### config.mk
export PLATFORM = sky130hd
export DESIGN_NAME = knob_delay_target
export DESIGN_NICKNAME = d
export VERILOG_FILES = /design/src/rtl/knob_target_pkg.sv /design/src/rtl/knob_window_sum.sv /design/src/rtl/knob_deadband.sv /design/src/rtl/knob_delay_target.sv
export SDC_FILE = /design/constraint.sdc
export NUM_CORES = 1
export LEC_CHECK = 0
export BUFFER_PORTS_ARGS = -buffer_cell sky130_fd_sc_hd__buf_2
export CELL_PAD_IN_SITES_DETAIL_PLACEMENT = 2
export CELL_PAD_IN_SITES_GLOBAL_PLACEMENT = 2
export CORE_MARGIN = 2
export CORE_UTILIZATION = 34
export DETAILED_ROUTE_END_ITERATION = 10
export PLACE_DENSITY_LB_ADDON = 0.12
export RECOVER_POWER = 50
export SLEW_MARGIN = 20
export SYNTH_ARGS = -nofsm -noshare
export SYNTH_HDL_FRONTEND = slang
export SYNTH_SLANG_ARGS = --single-unit
### constraint.sdc
create_clock -name clk -period 2.8 [get_ports clk]
set_input_delay 0.56 -clock clk [delete_from_list [all_inputs] [get_ports clk]]
set_output_delay 0.56 -clock clk [all_outputs]
set_load 0.01 [all_outputs]
### src/rtl/knob_target_pkg.sv
package knob_target_pkg;

    typedef enum logic [1:0] {
        S_COLLECT = 2'd0,
        S_CLAMP   = 2'd1,
        S_JUDGE   = 2'd2
    } knob_state_e;

endpackage

### src/rtl/knob_window_sum.sv
module knob_window_sum #(
    parameter int IN_W     = 10,
    parameter int SUM_W    = 18,
    parameter int NUM_READ = 256
) (
    input  logic             clk,
    input  logic             rst_n,
    input  logic             take,
    input  logic             clear,
    input  logic [IN_W-1:0]  value,
    output logic [SUM_W-1:0] sum,
    output logic             last_take
);
    localparam int CNT_W = (NUM_READ > 1) ? $clog2(NUM_READ) : 1;
    localparam logic [CNT_W-1:0] LAST_IDX = CNT_W'(NUM_READ - 1);

    logic [CNT_W-1:0] cnt_q;
    logic [SUM_W-1:0] sum_q;

    assign sum       = sum_q;
    assign last_take = take && (cnt_q == LAST_IDX);

    always_ff @(posedge clk or negedge rst_n) begin
        if (!rst_n) begin
            cnt_q <= '0;
            sum_q <= '0;
        end else if (clear) begin
            cnt_q <= '0;
            sum_q <= '0;
        end else if (take) begin
            cnt_q <= cnt_q + CNT_W'(1);
            sum_q <= sum_q + SUM_W'(value);
        end
    end

    // each accepted reading adds exactly its value
    a_r2_sum_step: assert property (@(posedge clk) disable iff (!rst_n)
        (take && !clear) |=> (sum_q == $past(sum_q) + SUM_W'($past(value))));

    // idle cycles leave sum and count untouched
    a_r3_idle_hold: assert property (@(posedge clk) disable iff (!rst_n)
        (!take && !clear) |=> ($stable(sum_q) && $stable(cnt_q)));

    // clearing empties both registers
    a_r8_clear_empty: assert property (@(posedge clk) disable iff (!rst_n)
        clear |=> (sum_q == '0 && cnt_q == '0));

endmodule

### src/rtl/knob_deadband.sv
module knob_deadband #(
    parameter int SUM_W      = 18,
    parameter int DEAD_SHIFT = 8,
    parameter int ALIGN_BITS = 2
) (
    input  logic [SUM_W-1:0] cand,
    input  logic [SUM_W-1:0] cur,
    output logic             accept,
    output logic [SUM_W-1:0] aligned
);
    logic [SUM_W:0]   diff;
    logic             neg;
    logic [SUM_W-1:0] mag;

    always_comb begin
        diff    = {1'b0, cand} - {1'b0, cur};
        neg     = diff[SUM_W];
        mag     = neg ? ~diff[SUM_W-1:0] : diff[SUM_W-1:0];
        accept  = |mag[SUM_W-1:DEAD_SHIFT];
        aligned = {cand[SUM_W-1:ALIGN_BITS], ALIGN_BITS'(0)};
    end

endmodule

### src/rtl/knob_delay_target.sv
module knob_delay_target
    import knob_target_pkg::*;
#(
    parameter int IN_W       = 10,
    parameter int SUM_W      = 18,
    parameter int NUM_READ   = 256,
    parameter int FLOOR_VAL  = 256,
    parameter int DEAD_SHIFT = 8,
    parameter int ALIGN_BITS = 2
) (
    input  logic             clk,
    input  logic             rst_n,
    input  logic             adc_valid,
    input  logic [IN_W-1:0]  adc_value,
    output logic [SUM_W-1:0] delay_target
);
    localparam logic [SUM_W-1:0] FLOOR = SUM_W'(FLOOR_VAL);

    knob_state_e      state_q, state_d;
    logic [SUM_W-1:0] target_q;
    logic [SUM_W-1:0] cand_q;
    logic [SUM_W-1:0] win_sum;
    logic             take, clear, last_take;
    logic             accept;
    logic [SUM_W-1:0] aligned;

    assign take         = adc_valid && (state_q == S_COLLECT);
    assign clear        = (state_q == S_JUDGE);
    assign delay_target = target_q;

    knob_window_sum #(
        .IN_W     (IN_W),
        .SUM_W    (SUM_W),
        .NUM_READ (NUM_READ)
    ) u_sum (
        .clk       (clk),
        .rst_n     (rst_n),
        .take      (take),
        .clear     (clear),
        .value     (adc_value),
        .sum       (win_sum),
        .last_take (last_take)
    );

    knob_deadband #(
        .SUM_W      (SUM_W),
        .DEAD_SHIFT (DEAD_SHIFT),
        .ALIGN_BITS (ALIGN_BITS)
    ) u_dead (
        .cand    (cand_q),
        .cur     (target_q),
        .accept  (accept),
        .aligned (aligned)
    );

    // state register
    always_ff @(posedge clk or negedge rst_n) begin
        if (!rst_n) state_q <= S_COLLECT;
        else        state_q <= state_d;
    end

    // transitions: collect_done, clamp_done, judge_done
    always_comb begin
        state_d = state_q;
        unique case (state_q)
            S_COLLECT: if (last_take) state_d = S_CLAMP;
            S_CLAMP:   state_d = S_JUDGE;
            S_JUDGE:   state_d = S_COLLECT;
            default:   state_d = S_COLLECT;
        endcase
    end

    // outputs: floored candidate and target
    always_ff @(posedge clk or negedge rst_n) begin
        if (!rst_n) begin
            cand_q   <= FLOOR;
            target_q <= FLOOR;
        end else begin
            unique case (state_q)
                S_CLAMP: cand_q <= (win_sum < FLOOR) ? FLOOR : win_sum;
                S_JUDGE: if (accept) target_q <= aligned;
                default: ;
            endcase
        end
    end

    // target never falls below the floor
    a_r4_floor: assert property (@(posedge clk) disable iff (!rst_n)
        delay_target >= FLOOR);

    // target stays a multiple of 4 after each judgement
    a_r7_aligned: assert property (@(posedge clk) disable iff (!rst_n)
        (state_q == S_JUDGE && accept) |=> (delay_target[ALIGN_BITS-1:0] == '0));

    // the target moves only when leaving S_JUDGE
    a_r10_hold_outside_judge: assert property (@(posedge clk) disable iff (!rst_n)
        (state_q != S_JUDGE) |=> $stable(delay_target));

    // a rejected candidate leaves the target alone
    a_r6_reject_holds: assert property (@(posedge clk) disable iff (!rst_n)
        (state_q == S_JUDGE && !accept) |=> $stable(delay_target));

    // the machine always comes back to collecting after judging
    a_r9_return_collect: assert property (@(posedge clk) disable iff (!rst_n)
        (state_q == S_JUDGE) |=> (state_q == S_COLLECT));

    // the clamp state follows only from a completed window
    a_r2_window_end: assert property (@(posedge clk) disable iff (!rst_n)
        (state_q == S_COLLECT && !last_take) |=> (state_q == S_COLLECT));

endmodule

Word-level counts from Yosys, hierarchy flattened

Cells that the tools add are included.

$add $sub $neg: 3
Magnitude comparators: 1
Equal/unequal tests: 4
Muxes and demuxes: 8
Bitwise gates (word level): 1
Reduce and logical (&&, ||, !) cells: 6

Operator list:

| cell                                                 | count |
|---|---|
| 2-to-1 mux 18 bit                                    | 4 |
| subtractor 18 x 18 -> 19 bit                         | 1 |
| adder 18 x 10 -> 18 bit                              | 1 |
| < comparator 18 x 9 -> 1 bit (second input constant) | 1 |
| inverter 18 bit                                      | 1 |
| 2-to-1 mux 8 bit                                     | 2 |
| OR reduction 10 bit                                  | 1 |
| adder 8 x 1 -> 8 bit (second input constant)         | 1 |
| equality test 8 bit (second input constant)          | 1 |
| one-hot mux 2 bit (2 select lines)                   | 1 |
| equality test 2 x 1 -> 1 bit (second input constant) | 1 |
| equality test 2 bit (second input constant)          | 1 |
| logical AND 1 bit                                    | 2 |
| zero test 2 bit                                      | 1 |
| 2-to-1 mux 2 bit                                     | 1 |
| != test 2 bit (second input constant)                | 1 |
| AND reduction 2 bit                                  | 1 |
| nonzero test 2 bit                                   | 1 |

Flip-flop bits (word level): 62
Input bits: 13
Output and inout port bits: 18
Word-level logic and storage cells: 28

Logic depth before layout (Yosys ltp)

Gate-level depths: netlist of run 1.

Depth in word-level cells: 5
Mapped depth: 12
Depth with buffers taken out: 12

Modules after synthesis

A second synthesis of run 1 with hierarchy kept.

Cells, all modules: 453
Area total of the unflattened synthesis: 4291.6 um^2

Modules (own cells, without submodules):

| module            | times used | cells an instance | area an instance (um^2) | seq. area each (um^2) |
|---|---|---|---|---|
| knob_window_sum   | 1          | 172               | 1686.6                  | 650.6 |
| knob_delay_target | 1          | 126               | 1546.5                  | 953.4 |
| knob_deadband     | 1          | 155               | 1058.5                  | 0.0 |

Least setup slack after synthesis of run 1

Ideal clock, no wire load.

Path kind: reg-to-reg
Start point: reg target_q[8] (netlist: delay_target[8])
End point: reg target_q[10] (netlist: delay_target[10])
Setup time: 125 ps
Arrival: 3077 ps
Data required time: 2675 ps
Path slack: -402 ps
Cell stages (with the launch flop): 13
Path buffers: 1
Clock period less this slack: 3202 ps
Cell sequence: dfstp_2 inv_1 ha_1 a21oi_1 o22ai_1 a21oi_1 o21bai_2 mux2i_1 or4_1 mux2i_1 a21oi_2 buf_6 mux2_4

Cells in the longest elaborated chain, start to end: 5

RTL lines:

| item                                   | line                    | source |
|---|---|---|
| start: declaration                     | knob_delay_target.sv:20 | `logic [SUM_W-1:0] target_q;` |
| start signal: assignment               | knob_delay_target.sv:81 | `S_JUDGE: if (accept) target_q <= aligned;` |
| subtractor 18 x 18 -> 19 bit *         | knob_deadband.sv:16     | `diff = {1'b0, cand} - {1'b0, cur};` |
| inverter 18 bit                        | knob_deadband.sv:18     | `mag = neg ? ~diff[SUM_W-1:0] : diff[SUM_W-1:0];` |
| 2-to-1 mux 18 bit *                    | knob_deadband.sv:18     |  |
| OR reduction 10 bit *                  | knob_deadband.sv:19     | `accept = \|mag[SUM_W-1:DEAD_SHIFT];` |
| AND reduction 2 bit (no source line) * | --                      |  |

Mark *: on every way between the ends. The rest lies on a longest branch, timed or not.
A chain may end at the register's enable or synchronous reset.

Worst setup path in the final report of run 1

Start point: reg cand_q[11]
End point: reg target_q[12] (netlist: delay_target[12])

Cells in the longest elaborated chain, start to end: 5

RTL lines:

| item                                   | line                    | source |
|---|---|---|
| start: declaration                     | knob_delay_target.sv:21 | `logic [SUM_W-1:0] cand_q;` |
| start signal: assignment               | knob_delay_target.sv:80 | `S_CLAMP: cand_q <= (win_sum < FLOOR) ? FLOOR : win_sum;` |
| subtractor 18 x 18 -> 19 bit *         | knob_deadband.sv:16     |  |
| inverter 18 bit                        | knob_deadband.sv:18     |  |
| 2-to-1 mux 18 bit *                    | knob_deadband.sv:18     |  |
| OR reduction 10 bit *                  | knob_deadband.sv:19     |  |
| AND reduction 2 bit (no source line) * | --                      |  |

Marks and branches as above.

==> summary.txt, run 1 <==
Floorplanning
  • Core area: 0.0104 mm^2
  • Die width: 108 um
  • Row count: 37
  • Initial Util: 35.2%
  • Die H: 108 um
  • Full die area: 0.0116 mm^2
  • Io pins: 31

Synth
  • Yosys cell types: 52
  • Sequential share of the synthesized area: 41.0%
  • Area leader, netlist: dfrtp_1
  • Post-synthesis cell count: 387
  • Asr flop ratio synth: 100%
  • Syn_area_per_cell: 9.48 um^2
  • Top FF cell, synth: dfrtp_1
  • Ranking of synthesized cells by area: dfrtp_1 (40%), ha_1 (8.9%), nand2_1 (5.3%), mux2_4 (4.1%), o21ai_0 (3.7%)
  • Synthesis Warnings: 0
  • Synthesized flop and latch total: 60
  • Mapped Area: 0.00367 mm^2
  • Number of synthesized flops with an enable pin: 0
  • Synth top area share: 39.5%

STA
  • Tmin final: 3.29 ns
  • RSZ-0062 raised after global routing: yes
  • Final setup fails: 16
  • Setup Skew: 0.0114 ns
  • Hold Fails Final Rpt: 0
  • Setup TNS: -7.17 ns
  • Fmax: 0.304 GHz
  • Period utilization: 118%
  • Setup slack after layout: -0.491 ns
  • Normalized max-slew margin: -4.68%
  • Least-Margin Pin Slew: 1.57 ns
  • Slew Viols, Final: 61

Detailed routing
  • Remaining DRCs: 0
  • Wire per inst: 18.8 um
  • Routed Antenna Nets: 0
  • Total number of vias: 3286
  • Final WL: 11.6 mm
  • First-pass iteration count of the detailed router: 4
  • Vias per cell: 5.32
  • DRT iter0 DRCs: 123

Clocking
  • CTS clock-pin slew for the worst setup and hold paths: 0.07 ns
  • Root Buffer: clkbuf_8
  • Clock buffer depth: 2
  • Clock latency on the worst-skew pair: 0.36 ns
  • H-tree levels: 3
  • CTS tree: done
  • Cts bufs inserted: 9
  • Hold Buf Count CTS: 0
  • Clock net sink count: 60

Run status
  • Failing checks: capacitance limit, slew limit, setup timing
  • Outcome: finished, violations left

Power
  • PD cells: 619 mW/mm^2
  • Peak VDD IR: 0.334 mV
  • Flop pwr share: 41.7%
  • Gate power share: 33.6%
  • Clock Power Share: 24.7%
  • Sw frac: 37.0%
  • Sw power: 1.11 mW
  • Static leakage: 2.44 nW
  • Pint: 1.89 mW

Global route
  • GR Util All Layers: 20.6%
  • Initial antenna violation count: 0
  • First-pass GRT wire length: 18.3 mm
  • GRT Residual Overflow: 0
  • Largest net degree at the start of global routing: 61
  • Vias in the first global route: 3580

Critical path
  • Worst endpoint data arrival time: 3.52 ns
  • Startpoint types: flip-flop
  • CP required: 3.03 ns
  • CP Class: flip-flop to flip-flop
  • Crit-path max FO: 8
  • CP Capture Type: flip-flop

Final layout
  • Layout cells sized above 1: 33.0%
  • FF/Latch Area: 0.00150 mm^2
  • Area grow syn2layout: 32.1%
  • Nets: 517
  • Fin util: 46.5%
  • Antenna fix cells: 0
  • Area of the multi-input gates: 0.00227 mm^2
  • Fillcell total: 1150

Place
  • Routability cong.: 0.806
  • DP HPWL: 8.01 mm
  • PortBufs: 28

Run
  • Max-cap check violation count: 1

Min path
  • HP Class: flip-flop to flip-flop
==> cells in the mapped netlist (4+ instances only) <==
cell type,number
a21oi_1,17
o21ai_1,4
xor2_1,4
a22o_1,6
nand2_1,52
inv_1,31
nor2_1,16
mux2_4,10
dfrtp_1,58
nand3_1,22
clkbuf_1,10
a211oi_1,4
and2_1,4
mux2_2,6
ha_1,26
and3_1,6
mux2i_1,12
nor3_1,6
o21ai_0,27
xnor2_1,9
a21o_1,6
==> cell families after synthesis <==
group	Yosys count	share of synthesized area, %
simple gates	121	15.3
compound gates	92	16.8
flops	60	41.0
buf+inv	45	5.01
mux	28	9.21
fa+ha+maj	27	9.41
xor+xnor	13	3.10
other cells	1	0.102
==> final timing paths <==
| path | slack [ns] | from | depth (start not counted) | end |
|---|---|---|---|---|
| min | 0.51 | u_sum.cnt_q[6]$_DFFE_PN0P_ | 1 | u_sum.cnt_q[6]$_DFFE_PN0P_ |
| min in group asynchronous | 0.66 | rst_n | 2 | u_sum.sum[1]$_DFFE_PN0P_ |
| max | -0.49 | cand_q[11]$_DFFE_PN0N_ | 10 | delay_target[12]$_DFFE_PN0P_ |
| max in group asynchronous | 1.17 | rst_n | 2 | u_sum.sum[5]$_DFFE_PN0P_ |
| max reg2reg | -0.49 | cand_q[11]$_DFFE_PN0N_ | 10 | delay_target[12]$_DFFE_PN0P_ |
| min reg2reg | 0.51 | u_sum.cnt_q[6]$_DFFE_PN0P_ | 1 | u_sum.cnt_q[6]$_DFFE_PN0P_ |
==> cells in the final DEF, fill, tap and decap left out, types with 4 or more instances in the layout <==
| cell type | Yosys | layout |
|---|---|---|
| clkbuf_8 | 0 | 12 |
| nor2_1 | 16 | 16 |
| a21oi_2 | 2 | 4 |
| inv_1 | 31 | 28 |
| xnor2_1 | 9 | 8 |
| nor3_1 | 6 | 5 |
| o21ai_1 | 4 | 7 |
| mux2i_1 | 12 | 11 |
| a21oi_4 | 0 | 4 |
| mux2_2 | 6 | 5 |
| mux2_4 | 10 | 11 |
| buf_4 | 2 | 62 |
| and3_1 | 6 | 6 |
| ha_4 | 0 | 7 |
| a22o_1 | 6 | 6 |
| a21oi_1 | 17 | 12 |
| ha_1 | 26 | 19 |
| and2_1 | 4 | 4 |
| a21o_1 | 6 | 6 |
| xor2_1 | 4 | 4 |
| o21ai_0 | 27 | 22 |
| buf_2 | 0 | 28 |
| nand2_1 | 52 | 50 |
| dfrtp_1 | 58 | 58 |
| nand3_1 | 22 | 21 |
==> state kept, by name (all words and copies together) (netlist names) <==
| name | cells |
|---|---|
| delay_target | 16 |
| state_q | 2 |
| cand_q | 16 |
| u_sum.cnt_q | 8 |
| u_sum.sum | 18 |
==> routing by layer <==
layer  vias up  wire length [um]  part of all wire [%]  global-route usage (%)
met5         -                 0                     0                       0
li1       1555                 -                     -                       -
met1      1673              5180                    45                    25.3
met3        20               263                   2.3                    2.78
met4         0               198                   1.7                    8.06
met2        38              5960                    51                    36.3
==> power by group through the flow <==
| stage | combinational [mW] | sequential [mW] | clock, mW |
|---|---|---|---|
| finish | 1.01 | 1.25 | 0.742 |
| global route | 1.14 | 1.28 | 0.801 |
| global placement | 0.850 | 1.25 | 0 |
| floorplan | 0.667 | 1.18 | 0 |
| CTS | 0.994 | 1.26 | 0.764 |
| detailed placement | 0.905 | 1.27 | 0 |
==> critical path, cell delays in order, from the launching register on <==
cell and delay (ns):
dfrtp_1 0.43, ha_4 0.26, and2_4 0.14, a221o_1 0.37, a221oi_2 0.31, o21ai_1 0.15, xor2_1 0.19, or4_4 0.56
a21oi_4 0.23, a21oi_4 0.19, mux2_4 0.34
==> repair_timing <==
action                     4_1_cts  5_1_grt
resized for setup               10       19
pin swaps                        6       16
cloned                           1        0
setup buffers                    2        3
setup endpoints to repair       16       20
==> cell type report <==
cell class | instances | share of cell area, %
Clock buffer | 15 | 3.64
Clock inverter | 1 | 0.103
Inverter | 31 | 2.40
Multi-Input combinational cell | 284 | 46.7
Sequential cell | 60 | 31.0
Tap cell | 136 | 3.51
Timing Repair Buffer | 91 | 12.6
==> through the flow <==
stage | worst slack (ns) | cell area [um^2] | power (mW) | hold WS, ns | std cells
final | -0.491 | 4850 | 3.00 | 0.514 | 618
after global placement | -0.308 | 4470 | 2.10 | 0.481 | 596
after floorplan | -0.199 | 3790 | 1.85 | 0.264 | 388
after detailed placement | -0.497 | 4470 | 2.17 | 0.502 | 596
after global routing | -0.594 | 4850 | 3.22 | 0.551 | 618
after CTS | -0.423 | 4730 | 3.01 | 0.411 | 615
(Power assumes the default switching activity.)
==> run 2, diff against run 1 <==
CELL_PAD_IN_SITES_DETAIL_PLACEMENT = 1   (was 2)
==> run 2 against run 1 <==
  * The flow still finishes with violations (capacitance limit, slew limit, setup timing)
  * Sequential cell count unchanged
  * Via count decreased by 4.6%
  * Critical path depth increased by 1
  * Worst setup slack improved by 0.15 ns
  * Utilization decreased by 0.060 points
  * Combinational power decreased by 4%
  * Maximum frequency increased by 4.9%
  * Die area unchanged
  * Sequential share of layout area about the same
  * First-iteration DRC count decreased by 22%
  * Total power decreased by 2.1%
  * Global-route usage decreased by 2.8 points
  * Critical path type unchanged
  * Largest cell class unchanged
==> summary.txt, run 2 (synthesis gave the netlist of run 1 again) <==
STA
  • Setup slack after layout: -0.337 ns (+0.154 ns)
  • Hold Fails Final Rpt: 0 (unchanged)
  • Period utilization: 112% (-5.5 points)
  • Slew Viols, Final: 61 (unchanged)
  • Hold WS: 0.504 ns (-0.00981 ns)
  • Normalized max-slew margin: -5.05% (-0.37 points)
  • Tmin final: 3.14 ns (-0.154 ns)
  • Fmax: 0.319 GHz (+4.9%)
  • RSZ-0062 raised after global routing: yes
  • Least-Margin Pin Slew: 1.58 ns (+0.00559 ns)
  • Setup Skew: 0.00892 ns (-0.00251 ns)
  • Final setup fails: 16 (unchanged)
  • Setup TNS: -4.95 ns (+2.22 ns)

Place
  • Placed instance count: 596 (unchanged)
  • Place WS: -0.423 ns (+0.0735 ns)
  • PortBufs: 28 (unchanged)
  • Routability cong.: 0.806 (unchanged)
  • DP HPWL: 6.95 mm (-13%)

Final layout
  • Nets: 519 (+0.39%)
  • Fin util: 46.5% (-0.060 points)
  • Layout Cells excl Fill: 620 (+0.32%)
  • Area grow syn2layout: 31.9%
  • Antenna fix cells: 0 (unchanged)
  • Number of flip-flops in the largest register: 18 (unchanged)
  • Layout cells sized above 1: 33.1% (+0.070 points)
  • Commonest cells after routing, fill and taps aside: buf_4 (64), dfrtp_1 (58), nand2_1 (50), inv_1 (28), buf_2 (28)
  • Most common cell after layout, fill and taps aside: buf_4

Detailed routing
  • Total number of vias: 3136 (-4.6%)
  • Final WL: 9.58 mm (-17%)
  • Remaining DRCs: 0 (unchanged)
  • First-pass iteration count of the detailed router: 4 (unchanged)
  • Routed Antenna Nets: 0 (unchanged)
  • DRT iter0 DRCs: 96 (-22%)
  • Wire per inst: 15.4 um (-18%)
  • Vias per cell: 5.06 (-4.9%)

Critical path
  • CP required: 3.03 ns (about the same)
  • Worst endpoint data arrival time: 3.37 ns (-0.15 ns)
  • CP Capture Type: flip-flop
  • CP Cell Sequence: inv_1 -> ha_4 -> a21o_1 -> a211o_1 -> a41oi_2 -> a311oi_4 -> buf_4 -> or4_4 -> mux2i_4 -> a21oi_4 -> mux2_4
  • R2r setup slk: -0.34 ns (+0.15 ns)
  • Crit-path max FO: 8 (unchanged)
  • CP Class: flip-flop to flip-flop
  • Largest stage delay, worst path: 0.54 ns (-0.02 ns)
  • RR Startpoint: delay_target[15]$_DFFE_PN0P_
  • CP max-delay cell: or4_4
  • Startpoint types: flip-flop
  • Worst reg-to-reg path cell count: 11 (+1)
  • Reg2Reg Capture Point: delay_target[5]$_DFFE_PN0P_
  • CP startpoint: delay_target[15]$_DFFE_PN0P_

Global route
  • Initial antenna violation count: 0 (unchanged)
  • First-pass GRT wire length: 16.1 mm (-12%)
  • Vias in the first global route: 3301 (-7.8%)
  • GR Util All Layers: 17.8% (-2.8 points)
  • Largest net degree at the start of global routing: 61 (unchanged)
  • GRT Residual Overflow: 0 (unchanged)

Run status
  • Outcome: finished, violations left
  • Failing checks: capacitance limit, slew limit, setup timing

Clocking
  • Cts bufs inserted: 9 (unchanged)
  • Clock net sink count: 60 (unchanged)
  • H-tree levels: 3 (unchanged)
  • CTS clock-pin slew for the worst setup and hold paths: 0.07 ns (about the same)
  • Root Buffer: clkbuf_8
  • CTS tree: done
  • Clock buffer depth: 2 (unchanged)
  • Clock latency on the worst-skew pair: 0.35 ns (about the same)
  • Hold Buf Count CTS: 0 (unchanged)

Floorplanning
  • Row count: 37 (unchanged)
  • Die width: 108 um (unchanged)
  • Core area: 0.0104 mm^2 (unchanged)
  • Full die area: 0.0116 mm^2 (unchanged)
  • Die H: 108 um (unchanged)
  • Initial Util: 35.2% (unchanged)
  • Io pins: 31 (unchanged)

Min path
  • HP Class: flip-flop to flip-flop
  • Worst Hold End: u_sum.cnt_q[2]$_DFFE_PN0P_
  • Hold Path Depth: 1 (unchanged)
  • Worst min-delay path startpoint: u_sum.cnt_q[2]$_DFFE_PN0P_

Run
  • Max-cap check violation count: 1 (unchanged)

Power
  • Peak VDD IR: 0.291 mV (-13%)
  • PD cells: 607 mW/mm^2 (-2.0%)
  • Static leakage: 2.45 nW (+0.43%)
-- run 2: final cells by class --
type | instances | area, um^2
fill | 1217 | 5570
clock buffer | 15 | 176
inverter | 31 | 116
tap | 136 | 170
multi-input combinational | 284 | 2240
timing repair buffer | 93 | 626
sequential | 60 | 1500
clock inverter | 1 | 5.00
-- run 2: how the worst max path moves through the flow --
| stage | to | slack [ns] | cells past startpoint |
|---|---|---|---|
| 2_1_floorplan | delay_target[10]$_DFFE_PN0P_ | -0.20 | 12 |
| 3_3_place_gp | delay_target[14]$_DFFE_PN0P_ | -0.31 | 11 |
| 3_5_place_dp | delay_target[15]$_DFFE_PN0P_ | -0.42 | 11 |
| 4_1_cts | delay_target[5]$_DFFE_PN0P_ | -0.33 | 11 |
| 5_1_grt | delay_target[9]$_DFFE_PN0P_ | -0.45 | 11 |
| 6_report | delay_target[5]$_DFFE_PN0P_ | -0.34 | 11 |
-- run 2: through the flow --
step,power (mW),instance area [um^2]
after CTS,2.98,4760
after global placement,2.10,4470
after floorplan,1.85,3790
final,2.94,4840
after global routing,3.19,4840
after detailed placement,2.14,4470
-- run 2: worst max-delay path: cells and delay by family, from the launching register on --
kind,cells,cell delay [ns]
compound gates,5,1.02
mux,2,0.59
simple gates,1,0.54
flops,1,0.38
buf+inv,2,0.27
fa+ha+maj,1,0.22
-- run 2: power breakdown --
| group | total [mW] | switching [mW] | internal, mW | leakage (nW) |
|---|---|---|---|---|
| registers | 1.24 | 0.198 | 1.04 | 0.770 |
| logic | 0.965 | 0.502 | 0.463 | 1.58 |
| clock network | 0.736 | 0.342 | 0.394 | 0.0937 |
-- run 2: repair_timing --
action / 4_1_cts / 5_1_grt
gates cloned: 1 / 0
gates resized for setup: 15 / 11
endpoints found under the setup margin: 16 / 20
pin swaps: 7 / 11
setup buffers: 3 / 4
-- run 2: routing by layer --
metal | share of wire (%) | vias up | track usage [%]
met2 | 47 | 27 | 28.5
met3 | 2.1 | 10 | 3.69
li1 | - | 1551 | -
met1 | 49 | 1548 | 23.6
met5 | 0 | - | 0
met4 | 1.2 | 0 | 6.78
==> run 3, diff against run 2 <==
CORE_UTILIZATION = 35   (was 34)
REMOVE_ABC_BUFFERS = 1   (was unset)
SETUP_SLACK_MARGIN = 0.5   (was unset)
clock period = 3.6 ns   (was 2.8 ns; I/O delays follow)
==> run 3 against run 2 <==
  * The flow finishes with violations (capacitance limit, slew limit)
  * Global-route usage is 0.10 points lower
  * Sequential share of layout area is 0.85 points higher
  * Register-to-register slack better by 0.80 ns
  * Clock power is 11% higher
  * First-iteration DRC count is 6.3% lower
  * Via count is 3.9% lower
  * Total power is 15% lower
  * Wire length is 1.7% lower
  * Critical path depth is 1 lower
  * Sequential cell count stayed put
  * Cell count is 5.6% lower
  * Combinational power is 26% lower
  * Critical path type unchanged
  * Critical endpoint unchanged
  * Largest power group unchanged
  * Highest routed layer unchanged
==> summary.txt, run 3 (synthesis gave the netlist of run 1 again) <==
Run status
  • Outcome: finished, violations left
  • Failing checks: capacitance limit, slew limit

Power
  • Static leakage: 2.30 nW (-6.1%)
  • PD cells: 528 mW/mm^2 (-13%)
  • Peak VDD IR: 0.308 mV (+5.7%)

Place
  • DP HPWL: 6.53 mm (-6.0%)
  • PortBufs: 28 (unchanged)
  • Routability cong.: 0.766 (-5.0%)
  • Place WS: 0.124 ns (+0.547 ns)

Floorplanning
  • Core area: 0.0102 mm^2 (-1.8%)
  • Io pins: 31 (unchanged)
  • Initial Util: 35.9% (+0.64 points)
  • Die width: 106 um (-1.4%)
  • Die H: 106 um (-1.4%)
  • Row count: 37 (unchanged)
  • Full die area: 0.0113 mm^2 (-2.8%)

Final layout
  • Area grow syn2layout: 28.4%
  • Commonest cells after routing, fill and taps aside: dfrtp_1 (58), nand2_1 (50), inv_1 (27), buf_4 (26), o21ai_0 (25)
  • Nets: 484 (-6.7%)
  • Most common cell after layout, fill and taps aside: dfrtp_1
  • Antenna fix cells: 0 (unchanged)
  • Fin util: 46.1% (-0.42 points)
  • Number of flip-flops in the largest register: 18 (unchanged)
  • Layout cells sized above 1: 29.6% (-3.4 points)

Detailed routing
  • Vias per cell: 5.15 (+1.9%)
  • Total number of vias: 3014 (-3.9%)
  • Remaining DRCs: 0 (unchanged)
  • Highest routed layer: met4
  • First-pass iteration count of the detailed router: 4 (unchanged)
  • Routed Antenna Nets: 0 (unchanged)
  • DRT iter0 DRCs: 90 (-6.3%)
  • Met3 Wirelength: 165 um (-19%)
  • Final WL: 9.42 mm (-1.7%)
  • Wire per inst: 16.1 um (+4.2%)
  • DRT met1 WL: 4.47 mm (-5.5%)
  • Met2 WL post-DR: 4.66 mm (+2.9%)

Clocking
  • CTS tree: done
  • Clock buffer depth: 2 (unchanged)
  • Root Buffer: clkbuf_8
  • Cts bufs inserted: 9 (unchanged)
  • Clock latency on the worst-skew pair: 0.34 ns (about the same)
  • Hold Buf Count CTS: 0 (unchanged)
  • H-tree levels: 3 (unchanged)
  • CTS clock-pin slew for the worst setup and hold paths: 0.07 ns (about the same)
  • Clock net sink count: 60 (unchanged)

STA
  • RSZ-0062 raised after global routing: yes
  • Least-Margin Pin Slew: 2.00 ns (+0.427 ns)
  • Hold Fails Final Rpt: 0 (unchanged)
  • Period utilization: 87.1% (-25 points)
  • Setup Skew: 0.0134 ns (+0.00449 ns)
  • Slew Viols, Final: 37 (-39%)
  • Fmax: 0.319 GHz (about the same)
  • Normalized max-slew margin: -33.5% (-28 points)
  • Tmin final: 3.13 ns (-0.00226 ns)
  • Setup slack after layout: 0.465 ns (+0.802 ns)
  • Final setup fails: 0 (-16)
  • Hold WS: 0.501 ns (-0.00339 ns)

Critical path
  • Startpoint types: flip-flop
  • CP Class: flip-flop to flip-flop
  • CP required: 3.82 ns (+0.79 ns)
  • Crit-path max FO: 8 (unchanged)
  • CP Capture Type: flip-flop
  • Worst endpoint data arrival time: 3.36 ns (about the same)

Min path
  • HP Class: flip-flop to flip-flop

Run
  • Max-cap check violation count: 1 (unchanged)

Global route
  • GR Util All Layers: 17.7% (-0.10 points)
  • Initial antenna violation count: 0 (unchanged)
  • First-pass GRT wire length: 15.8 mm (-2.2%)
  • Largest net degree at the start of global routing: 37 (-39%)
  • Vias in the first global route: 3173 (-3.9%)
  • GRT Residual Overflow: 0 (unchanged)
-- run 3: changes by cell type in the layout (fill, tap and decap cells not counted), moves of 4 or more --
cell	change
bufinv_16	+4
buf_4	-38
clkbuf_1	+4
o21ai_1	-5
ha_1	-4
buf_2	-4
-- run 3: per-stage QoR --
stage	area, um^2	power [mW]	cells	setup TNS (ns)
CTS	4530	2.51	578	0
global placement	4000	1.58	549	-1.13
finish	4710	2.49	585	0
global route	4710	2.67	585	0
detailed placement	4010	1.61	549	0
floorplan	3610	1.42	374	0
-- run 3: layout make-up --
type | instances | area [um^2]
timing repair buffer | 58 | 362
inverter | 31 | 116
tap | 136 | 170
multi-input combinational | 284 | 2300
sequential | 60 | 1500
fill | 1180 | 5520
clock buffer | 12 | 145
clock inverter | 4 | 120
-- run 3: metal layers --
layer | vias to the layer above | track usage [%]
met2 | 20 | 30.5
met3 | 8 | 3.37
met5 | - | 0
met1 | 1500 | 22.3
met4 | 0 | 5.73
li1 | 1486 | -
-- run 3: worst paths after layout --
| kind | from | to | slack [ns] | cells past startpoint |
|---|---|---|---|---|
| hold / removal | u_sum.cnt_q[2]$_DFFE_PN0P_ | u_sum.cnt_q[2]$_DFFE_PN0P_ | 0.50 | 1 |
| setup reg to reg | cand_q[11]$_DFFE_PN0N_ | delay_target[5]$_DFFE_PN0P_ | 0.47 | 10 |
| setup / recovery | cand_q[11]$_DFFE_PN0N_ | delay_target[5]$_DFFE_PN0P_ | 0.47 | 10 |
| max in group asynchronous | rst_n | u_sum.sum[13]$_DFFE_PN0P_ | 1.09 | 2 |
| hold reg to reg | u_sum.cnt_q[2]$_DFFE_PN0P_ | u_sum.cnt_q[2]$_DFFE_PN0P_ | 0.50 | 1 |
| min in group asynchronous | rst_n | u_sum.sum[1]$_DFFE_PN0P_ | 0.93 | 1 |
-- run 3: timing repair --
action                     4_1_cts  5_1_grt
gates cloned                     1        0
resized for setup               30       24
setup buffers                   12        7
setup endpoints to repair       16       16
pin swaps                       20       16
-- run 3: worst max-delay path, stage by stage, from the launching register on --
cell      delay, ns
dfrtp_1        0.43
ha_4           0.28
and2_4         0.14
a221o_1        0.38
a221oi_2       0.30
o21ai_1        0.12
xor2_1         0.17
or4_4          0.50
a21oi_4        0.21
a21oi_4        0.16
mux2_4         0.32
-- run 3: where the power goes --
| group | switching [mW] | leakage (nW) | internal [mW] | total (mW) |
|---|---|---|---|---|
| registers | 0.153 | 0.770 | 0.808 | 0.961 |
| clock network | 0.265 | 0.131 | 0.550 | 0.814 |
| logic | 0.384 | 1.40 | 0.328 | 0.712 |
